[src/rtl/mcu_alu_pkg.sv]
`timescale 1ns/1ps
package mcu_alu_pkg;
  localparam int OPC_W = 5;

  typedef enum logic [OPC_W-1:0] {
    FN_ADD   = 5'd0,
    FN_ADDHI = 5'd1,
    FN_SUB   = 5'd2,
    FN_SUBHI = 5'd3,
    FN_AND   = 5'd4,
    FN_OR    = 5'd5,
    FN_XOR   = 5'd6,
    FN_NOT   = 5'd7,
    FN_SHL   = 5'd8,
    FN_USHR  = 5'd9,
    FN_ISHR  = 5'd10,
    FN_ROT   = 5'd11,
    FN_MUL8  = 5'd12,
    FN_MIN   = 5'd13,
    FN_MAX   = 5'd14,
    FN_CMP   = 5'd15,
    FN_MSB   = 5'd16,
    FN_BAD   = 5'd31
  } aluFn_e;

  // strobes from control to datapath
  typedef struct packed {
    aluFn_e fn;
    logic   loadCarry;
    logic   illegal;
  } aluStrobe_t;

  localparam logic [7:0] CMP_GT = 8'h00;
  localparam logic [7:0] CMP_EQ = 8'h2B;
  localparam logic [7:0] CMP_LT = 8'h1E;
endpackage

[src/rtl/mcu_alu_ctrl.sv]
`timescale 1ns/1ps
module mcu_alu_ctrl
  import mcu_alu_pkg::*;
(
  input  logic [OPC_W-1:0] opcode,
  input  logic             carryWe,
  output aluStrobe_t       strobe
);
  logic   isBad;
  aluFn_e fnSel;

  always_comb begin
    isBad = (opcode > OPC_W'(FN_MSB));
    fnSel = isBad ? FN_BAD : aluFn_e'(opcode);
    strobe.fn        = fnSel;
    strobe.illegal   = isBad;
    strobe.loadCarry = carryWe && ((fnSel == FN_ADD) || (fnSel == FN_SUB));
  end
endmodule

[src/rtl/mcu_alu_dp.sv]
`timescale 1ns/1ps
module mcu_alu_dp
  import mcu_alu_pkg::*;
#(
  parameter int DATA_W = 32,
  parameter int MUL_W  = 8
) (
  input  logic              clk,
  input  logic              rstN,
  input  aluStrobe_t        strobe,
  input  logic [DATA_W-1:0] srcA,
  input  logic [DATA_W-1:0] srcB,
  output logic [DATA_W-1:0] result,
  output logic              illegalOp
);
  localparam int SH_W = $clog2(DATA_W);
  localparam int PROD_W = 2 * MUL_W;

  logic [DATA_W-1:0] carryQ;
  logic [DATA_W:0]   addWide, subWide;
  logic [DATA_W-1:0] shlVal, ushrVal, ishrVal, rotVal, mulVal, cmpVal, msbVal;
  logic [2*DATA_W-1:0] rotWide;
  logic [PROD_W-1:0] prod;
  logic [SH_W-1:0]   shAmt, msbIdx;
  logic              shiftBig, borrow;

  assign addWide  = {1'b0, srcA} + {1'b0, srcB};
  assign subWide  = {1'b0, srcA} - {1'b0, srcB};
  assign borrow   = subWide[DATA_W];
  assign shAmt    = srcB[SH_W-1:0];
  assign shiftBig = |srcB[DATA_W-1:SH_W];

  always_comb begin
    shlVal  = shiftBig ? '0 : (srcA << shAmt);
    ushrVal = shiftBig ? '0 : (srcA >> shAmt);
    ishrVal = shiftBig ? {DATA_W{srcA[DATA_W-1]}} : DATA_W'($signed(srcA) >>> shAmt);
    rotWide = {srcA, srcA} << shAmt;
    rotVal  = rotWide[2*DATA_W-1:DATA_W];
    prod    = {{MUL_W{1'b0}}, srcA[MUL_W-1:0]} * {{MUL_W{1'b0}}, srcB[MUL_W-1:0]};
    mulVal  = DATA_W'(prod);
    if (srcA > srcB)       cmpVal = DATA_W'(CMP_GT);
    else if (srcA == srcB) cmpVal = DATA_W'(CMP_EQ);
    else                   cmpVal = DATA_W'(CMP_LT);
    msbIdx = '0;
    for (int i = 0; i < DATA_W; i++) begin
      if (srcB[i]) msbIdx = SH_W'(i);
    end
    msbVal = DATA_W'(msbIdx);
  end

  always_comb begin
    unique case (strobe.fn)
      FN_ADD:   result = addWide[DATA_W-1:0];
      FN_ADDHI: result = srcA + srcB + carryQ;
      FN_SUB:   result = subWide[DATA_W-1:0];
      FN_SUBHI: result = srcA - srcB + carryQ;
      FN_AND:   result = srcA & srcB;
      FN_OR:    result = srcA | srcB;
      FN_XOR:   result = srcA ^ srcB;
      FN_NOT:   result = ~srcA;
      FN_SHL:   result = shlVal;
      FN_USHR:  result = ushrVal;
      FN_ISHR:  result = ishrVal;
      FN_ROT:   result = rotVal;
      FN_MUL8:  result = mulVal;
      FN_MIN:   result = (srcA < srcB) ? srcA : srcB;
      FN_MAX:   result = (srcA < srcB) ? srcB : srcA;
      FN_CMP:   result = cmpVal;
      FN_MSB:   result = msbVal;
      default:  result = '0;
    endcase
  end

  always_ff @(posedge clk or negedge rstN) begin
    if (!rstN) begin
      carryQ    <= '0;
      illegalOp <= 1'b0;
    end else begin
      illegalOp <= strobe.illegal;
      if (strobe.loadCarry) begin
        carryQ <= (strobe.fn == FN_SUB) ? {DATA_W{borrow}}
                                        : DATA_W'(addWide[DATA_W]);
      end
    end
  end

  assert_carry_hold_R4: assert property (@(posedge clk) disable iff (!rstN)
    !strobe.loadCarry |=> $stable(carryQ));
  assert_sub_carry_R3: assert property (@(posedge clk) disable iff (!rstN)
    (strobe.loadCarry && strobe.fn == FN_SUB) |=> (carryQ == '0 || carryQ == '1));
  assert_add_carry_R1: assert property (@(posedge clk) disable iff (!rstN)
    (strobe.loadCarry && strobe.fn == FN_ADD) |=> (carryQ <= DATA_W'(1)));
  assert_illegal_set_R12: assert property (@(posedge clk) disable iff (!rstN)
    strobe.illegal |=> illegalOp);
  assert_illegal_clr_R12: assert property (@(posedge clk) disable iff (!rstN)
    !strobe.illegal |=> !illegalOp);
  assert_illegal_zero_R12: assert property (@(posedge clk) disable iff (!rstN)
    strobe.illegal |-> (result == '0));
  assert_cmp_codes_R10: assert property (@(posedge clk) disable iff (!rstN)
    (strobe.fn == FN_CMP) |-> (result == DATA_W'(CMP_GT) || result == DATA_W'(CMP_EQ)
                               || result == DATA_W'(CMP_LT)));
  assert_mul_range_R8: assert property (@(posedge clk) disable iff (!rstN)
    (strobe.fn == FN_MUL8) |-> (result[DATA_W-1:PROD_W] == '0));
  assert_msb_range_R11: assert property (@(posedge clk) disable iff (!rstN)
    (strobe.fn == FN_MSB) |-> (result < DATA_W'(DATA_W)));
endmodule

[src/rtl/mcu_alu.sv]
`timescale 1ns/1ps
module mcu_alu
  import mcu_alu_pkg::*;
#(
  parameter int DATA_W = 32,
  parameter int MUL_W  = 8
) (
  input  logic              clk,
  input  logic              rstN,
  input  logic              carryWe,
  input  logic [OPC_W-1:0]  opcode,
  input  logic [DATA_W-1:0] srcA,
  input  logic [DATA_W-1:0] srcB,
  output logic [DATA_W-1:0] result,
  output logic              illegalOp
);
  aluStrobe_t strobe;

  mcu_alu_ctrl ctrl_i (
    .opcode  (opcode),
    .carryWe (carryWe),
    .strobe  (strobe)
  );

  mcu_alu_dp #(.DATA_W(DATA_W), .MUL_W(MUL_W)) dp_i (
    .clk       (clk),
    .rstN      (rstN),
    .strobe    (strobe),
    .srcA      (srcA),
    .srcB      (srcB),
    .result    (result),
    .illegalOp (illegalOp)
  );
endmodule

[config.mk]
export PLATFORM = sky130hd
export DESIGN_NAME = mcu_alu
export DESIGN_NICKNAME = d
export VERILOG_FILES = /design/src/rtl/mcu_alu_pkg.sv /design/src/rtl/mcu_alu_ctrl.sv /design/src/rtl/mcu_alu_dp.sv /design/src/rtl/mcu_alu.sv
export SDC_FILE = /design/constraint.sdc
export NUM_CORES = 1
export LEC_CHECK = 0
export CORE_MARGIN = 5
export CORE_UTILIZATION = 35
export CTS_CLUSTER_SIZE = 28
export DETAILED_ROUTE_END_ITERATION = 7
export DONT_BUFFER_PORTS = 1
export PLACE_DENSITY = 0.46
export SETUP_SLACK_MARGIN = 0.05
export SLEW_MARGIN = 20
export SYNTH_ARGS = -nofsm -noshare
export SYNTH_HDL_FRONTEND = slang
export SYNTH_SLANG_ARGS = --single-unit
[constraint.sdc]
create_clock -name clk -period 13.9 [get_ports clk]
set_input_delay 3.475 -clock clk [delete_from_list [all_inputs] [get_ports clk]]
set_output_delay 3.475 -clock clk [all_outputs]
set_load 0.05 [all_outputs]
==> out/results.tsv, run 1 <==
stage	metric	value	unit
outcome	status	finished, final reports clean	
critical_path	crit_fanout	72	
global_route	grt_start_max_net_pins	109	
sta	fin_tns_setup	0	ps
critical_path	worstPathRequired	10430	ps
clock_tree	clock-sinks	3	
critical_path	slowest_stage	and2_1	
placed_design	hpwl	79580	µm
critical_path	path_common_cell	buf_4	
synth	avgSynthCellArea	7.072	µm²
sta	rsz0062_at_grt	false	
global_route	grt_pass1_wl	144200	µm
critical_path	rr_startpoint	dp_i.carryQ[0]$_DFFE_PN0P_	
critical_path	path_class	primary input to output port	
final_layout	fin_nets	2772	
clock_tree	cts_resized	0	
power	p_comb_share	96.1	%
sta	fin_crit	12660	ps
clock_tree	cts_hold_buf	0	
critical_path	cp_num_cells	15	
synth	syn-num-nets	2913	
synth	synth_cell_types	78	
clock_tree	clockBufferDepth	2	
routing	vias_per_cell	6.703	
critical_path	crit_path_cell_trace	clkinv_1 > buf_4 > ha_1 > inv_1 > a221oi_1 > nand3_1 > a21oi_1 > o31ai_1 > buf_4 > o41ai_4 > mux2i_1 > and2_1 > buf_4 > a221oi_1 > nand4_1	
final_layout	fillers	5537	
floorplan	die_area	56060	µm²
floorplan	io_pins	105	
global_route	overflow	0	
floorplan	die_h	236.8	µm
routing	drtIter0Drc	2885	
sta	post-route-period-util	91.10	%
floorplan	die_x	236.8	µm
clock_tree	cts_tree	done	
synth	yosysTopAreaCell	ha_1	
synth	yosys.area.top_type_share	13.56	%
final_layout	seq_area	75.07	µm²
sta	skew	0	ps
final_layout	drive_gt1_share	5.909	%
power	p_int	0.5596	mW
critical_path	cp_slowest_stage_delay	990	ps
clock_tree	root_buffer	clkbuf_16	
floorplan	start_util	35.23	%
global_route	antenna_found_initial	1	
sta	slew_violations	0	
floorplan	num_rows	83	
routing	vias	20670	
critical_path	startpoint	srcB[4]	
power	seqPwrFrac	1.0	%
job	drv_cap	0	
clock_tree	clock_latency	220	ps
power	leakagePower	8.088	nW
critical_path	crit_buf_inv	5	
final_layout	syn2layout_area_growth	2.718	%
critical_path	worst_setup_path_start_kind	primary input	
critical_path	critPathArrivalTime	9190	ps
critical_path	ff2ff_setup_slack	12870	ps
synth	synth_seq_area_share	0.4171	%
sta	setup_violations	0	
routing	drt_wl_total	100900	µm
routing	drc	0	
floorplan	coreArea	51090	µm²
power	powerDensity	81.98	nW/µm²
power	p_clk_share	3.0	%
critical_path	critPathTopFamily	simple AND/OR/NAND/NOR gates	
placed_design	dp.cells	3079	
final_layout	multi_input_area	16290	µm²
synth	ys.flop_type	dfrtp_1	
routing	dr.pass1.iters	8	
placed_design	gp_congestion	0.9957	
synth	syn_inst	2545	
synth	yosysWarningCount	0	
power	vdd_drop_max	0.05807	mV
clock_tree	path_clk_slew	30	ps
placed_design	port_buffers	0	
sta	hold_violations	0	
global_route	first_global_vias	19280	
final_layout	utilization	36.18	%
worst_hold_path	min_path_cells	2	
worst_hold_path	hold_class	flop to flop	
synth	synth_edf_count	0	
synth	synth_area_leaders	ha_1, fa_1, mux4_2	
sta	slew_headroom	20.22	%
clock_tree	cts_max_level	1	
synth	synth_area	18000	µm²
synth	async_flop_share	100.0	%
routing	wl_per_cell	32.72	µm
synth	synth_seq_cells	3	
critical_path	cp-end-kind	output port	
final_layout	final_cell_count_no_fill	3084	
sta	worst_pin_slew	1197	ps
sta	fmax	78.97	MHz
routing	antenna_left	0	
worst_hold_path	hp-start	dp_i.carryQ[30]$_DFFE_PN0P_	
critical_path	ff2ff_path_depth	2	
clock_tree	numCtsBuffers	3	
clock_tree	post_cts_buffers	0	
power	p_sw	0.9561	mW
power	p_sw_share	63.08	%
global_route	grt_usage	34.11	%
[Yosys cell counts, drive strengths merged, types with 16 or more instances]
master  instances
a31oi          30
a211oi         47
mux2           19
nand2b         16
o221ai         16
a21o           51
and3           19
and2           18
a221oi         30
clkbuf        132
inv           257
a21oi         202
a22oi          22
a221o          24
nand2         252
fa            101
xor2           27
mux2i          68
nand4          20
o21bai         21
o211ai         41
nor3           52
xnor2          47
nor4           24
nand3          61
o21ai         159
nor2          247
ha            195
buf            44
mux4           57
o22ai          44
[sequential cells by signal (all words and copies together) (netlist names)]
register / count
dp_i.carryQ: 2
dp_i.illegalOp: 1
[through the flow]
stage | worst slack (ps) | area (µm²) | power [mW] | hold slack, ps
final | 1237 | 18490 | 1.516 | 547.0
after global routing | 1005 | 18490 | 1.623 | 563.3
after global placement | 1379 | 18400 | 1.424 | 548.8
after CTS | 1337 | 18480 | 1.482 | 555.3
after detailed placement | 1349 | 18400 | 1.424 | 548.2
after floorplan | 651.0 | 18000 | 1.042 | 486.3
[cell type report]
cell class / count / share of cell area [%]
repair buffers: 30 / 1.218
inverters: 258 / 5.245
multi-input cells: 2108 / 88.09
flip-flops and latches: 3 / 0.4061
diodes: 1 / 0.01354
well taps: 680 / 4.602
clock buffers: 4 / 0.4264
[final timing paths]
| kind | to |
|---|---|
| max | result[26] |
| min | dp_i.carryQ[30]$_DFFE_PN0P_ |
| max reg2reg | dp_i.carryQ[0]$_DFFE_PN0P_ |
| min reg2reg | dp_i.carryQ[30]$_DFFE_PN0P_ |
| max in group asynchronous | dp_i.carryQ[30]$_DFFE_PN0P_ |
| min in group asynchronous | dp_i.illegalOp$_DFF_PN0_ |
[worst min-delay path, stage by stage, from the launching register on]
cell	delay (ps)
dfrtp_1	390
nand2_1	60
nand2_1	60
[power groups by stage]
| stage | combinational, mW | clock (mW) | sequential, mW |
|---|---|---|---|
| 5_1_grt | 1.56 | 0.0469 | 0.0143 |
| 2_1_floorplan | 1.03 | 0 | 0.0122 |
| 3_3_place_gp | 1.41 | 0 | 0.0145 |
| 6_report | 1.46 | 0.0450 | 0.0147 |
| 3_5_place_dp | 1.41 | 0 | 0.0145 |
| 4_1_cts | 1.42 | 0.0457 | 0.0145 |
[routing by layer]
layer	GRT usage (%)	part of all wire, %
met1	50.34	43
met2	49.64	41
met3	6.511	11
met4	11.49	4.4
met5	0	0.013
[kinds of logic (layout without fill, tap and decap cells)]
group,after synthesis,after routing,synth area share [%]
AO/OA/AOI/OAI,827,827,30.59
XOR/XNOR,74,74,3.601
adder cells (fa/ha/maj),296,296,24.79
buffers and inverters,434,292,9.301
flip-flops,3,3,0.4171
multiplexers,144,144,12.10
other,0,1,0
AND/OR/NAND/NOR,767,767,19.20
[cell usage in the layout (no fill, tap or decap), types with 14 or more instances in the layout]
cell       instances
xor2_1            27
and3_1            19
a211oi_1          47
o221ai_1          16
a221o_1           24
inv_1            250
nand2_1          252
ha_1             195
mux2_2            18
o211ai_1          41
nand4_1           20
fa_1             101
a31oi_1           30
nand2b_1          16
o21bai_1          21
nor2_1           243
xnor2_1           47
nor2b_1           15
o21a_1            15
nor3_1            50
buf_4             30
o31ai_1           15
mux4_2            57
a22oi_1           22
nand3_1           61
nor4_1            23
o22ai_1           44
and2_1            18
a221oi_1          30
o21ai_0          151
a21oi_1          202
o2111ai_1         14
mux2i_1           67
a21o_1            51
Power figures use the tool's default switching activity.
==> inputs of run 2 (changes only) <==
--- a/config.mk
+++ b/config.mk
@@ -6,11 +6,11 @@
 export NUM_CORES = 1
 export LEC_CHECK = 0
 export CORE_MARGIN = 5
-export CORE_UTILIZATION = 35
+export CORE_UTILIZATION = 41
 export CTS_CLUSTER_SIZE = 28
 export DETAILED_ROUTE_END_ITERATION = 7
 export DONT_BUFFER_PORTS = 1
-export PLACE_DENSITY = 0.46
+export PLACE_DENSITY = 0.52
 export SETUP_SLACK_MARGIN = 0.05
 export SLEW_MARGIN = 20
 export SYNTH_ARGS = -nofsm -noshare
==> run 2 against run 1 <==
Compared with the run above:
- design area is 0.39% lower
- non-clock buffer count increased by 5
- flip-flop and latch count unchanged
- fmax rose by 1.8%
- setup slack improved by 220 ps
- critical endpoint is now result[15]
- largest cell class unchanged
- largest power group unchanged
- highest routed layer unchanged
==> out/results.tsv, run 2 (synthesized netlist as in run 1, its figures left out) <==
stage	metric	value	unit	change
placed_design	hpwl	77060	µm	-3.2%
final_layout	final_cell_mix	nand2_1, inv_1, nor2_1		
routing	drtIter0Drc	3573		+24%
sta	post-route-period-util	89.51	%	-1.6 points
power	power	1.529	mW	+0.88%
routing	vias	20900		+1.1%
final_layout	utilization	42.56	%	+6.4 points
clock_tree	root_buffer	clkbuf_16		
power	powerDensity	83.03	nW/µm²	+1.3%
sta	worst_pin_slew	1244	ps	+47.33 ps
critical_path	critPathArrivalTime	8970	ps	-220 ps
floorplan	die_area	48190	µm²	-14%
sta	hold_violations	0		unchanged
routing	wl_per_cell	32.70	µm	about the same
routing	dr.pass1.iters	8		unchanged
clock_tree	numCtsBuffers	3		unchanged
clock_tree	cts_hold_buf	0		unchanged
placed_design	gp_congestion	1.046		+5.1%
floorplan	io_pins	105		unchanged
floorplan	num_rows	76		-8.4%
job	drv_cap	0		unchanged
clock_tree	cts_resized	0		unchanged
power	vdd_drop_max	0.07242	mV	+25%
routing	drc	0		unchanged
floorplan	die_h	219.5	µm	-7.3%
global_route	grt_start_max_net_pins	109		unchanged
routing	antenna_left	0		unchanged
worst_hold_path	hold_class	flop to flop		
final_layout	reg_top3	dp_i.carryQ: 2 flops, dp_i.illegalOp: 1 flops		
clock_tree	clock-sinks	3		unchanged
final_layout	largest_reg_flops	2		unchanged
critical_path	path_common_cell	fa_1		
global_route	first_global_vias	19470		+0.99%
sta	fin_crit	12440	ps	-221.4 ps
critical_path	slowest_stage	a2111oi_0		
final_layout	top_register	dp_i.carryQ		
final_layout	drive_gt1_share	6.188	%	+0.28 points
clock_tree	path_clk_slew	30	ps	about the same
floorplan	coreArea	43270	µm²	-15%
sta	skew	0	ps	unchanged
critical_path	worst_setup_path_start_kind	primary input		
critical_path	cp_slowest_stage_delay	880	ps	-110 ps
sta	setup_violations	0		unchanged
final_layout	antennaDiodeCount	0		-1
floorplan	start_util	41.60	%	+6.4 points
power	leakagePower	8.114	nW	+0.32%
critical_path	crit_fanout	17		-76%
sta	fmax	80.37	MHz	+1.8%
outcome	status	finished, final reports clean		
sta	slew_headroom	16.19	%	-4.0 points
clock_tree	post_cts_buffers	0		unchanged
critical_path	crit_path_cell_trace	inv_1 > nor2_1 > fa_1 > fa_1 > inv_1 > fa_1 > inv_1 > fa_1 > ha_1 > a21oi_1 > o21bai_1 > a2111oi_0 > o31ai_1 > and2_1 > o21ai_0 > mux2_2 > nand2_1 > nand4_1		
sta	rsz0062_at_grt	false		
clock_tree	clock_latency	220	ps	about the same
global_route	antenna_found_initial	1		unchanged
clock_tree	cts_tree	done		
final_layout	mostFrequentLayoutCell	nand2_1		
final_layout	fillers	4601		-17%
placed_design	dp_slack	1576	ps	+226.5 ps
floorplan	die_x	219.5	µm	-7.3%
critical_path	cp-end-kind	output port		
sta	hold_slack	589.3	ps	+42.34 ps
global_route	overflow	0		unchanged
sta	setup_slack	1458	ps	+221.4 ps
final_layout	fin_nets	2777		+0.18%
sta	fin_tns_setup	0	ps	unchanged
routing	vias_per_cell	6.981		+4.2%
critical_path	crit_buf_inv	3		-2
global_route	grt_usage	39.21	%	+5.1 points
routing	drt_wl_total	97860	µm	-3.0%
critical_path	worstPathRequired	10430	ps	about the same
critical_path	critPathTopFamily	adder cells		
clock_tree	clockBufferDepth	2		unchanged
global_route	grt_pass1_wl	141200	µm	-2.1%
placed_design	port_buffers	0		unchanged
sta	slew_violations	0		unchanged
clock_tree	cts_max_level	1		unchanged
critical_path	path_class	primary input to output port		
final_layout	syn2layout_area_growth	2.315	%	
[run 2: tightest hold or removal path, stage by stage (launching register included)]
cell     delay (ps)
dfrtp_1         410
nand2_1          70
nand2_1          70
[run 2: worst paths after layout]
| check | startpoint | end | slack [ps] | cells past startpoint |
|---|---|---|---|---|
| setup / recovery | srcA[3] | result[15] | 1460 | 18 |
| min in group asynchronous | rstN | dp_i.illegalOp$_DFF_PN0_ | 2950 | 0 |
| max in group asynchronous | rstN | dp_i.carryQ[0]$_DFFE_PN0P_ | 10880 | 0 |
| setup reg to reg | dp_i.carryQ[0]$_DFFE_PN0P_ | dp_i.carryQ[0]$_DFFE_PN0P_ | 12840 | 2 |
| hold / removal | dp_i.carryQ[30]$_DFFE_PN0P_ | dp_i.carryQ[30]$_DFFE_PN0P_ | 590 | 2 |
| hold reg to reg | dp_i.carryQ[30]$_DFFE_PN0P_ | dp_i.carryQ[30]$_DFFE_PN0P_ | 590 | 2 |
[run 2: stage by stage]
stage,area [µm²],std cells
after detailed placement,18330,2989
after floorplan,18000,2545
final,18420,2993
after global placement,18330,2989
after CTS,18410,2993
after global routing,18420,2993
[run 2: per-layer routing]
layer	share of wire, %	GRT usage, %	up-vias
li1	-	-	8981
met1	42	57.14	10260
met2	41	56.64	1438
met3	12	10.08	215
met4	4.1	12.04	2
met5	0.027	0	-
[run 2: layout make-up]
type                    count  area, µm²  share of cell area (%)
repair buffers             35      262.8                   1.427
clock buffers               4      78.83                  0.4280
inverters                 258      969.7                   5.266
multi-input cells        2108      16300                   88.50
well taps                 585      732.0                   3.975
flip-flops and latches      3      75.07                  0.4077
[run 2: power by group]
part | leakage [nW] | total, mW | internal [mW] | switching, mW
Sequential | 0.0376 | 0.0146 | 0.0103 | 0.00428
Clock | 0.0382 | 0.0454 | 0.0378 | 0.00758
Combinational | 8.04 | 1.47 | 0.512 | 0.957
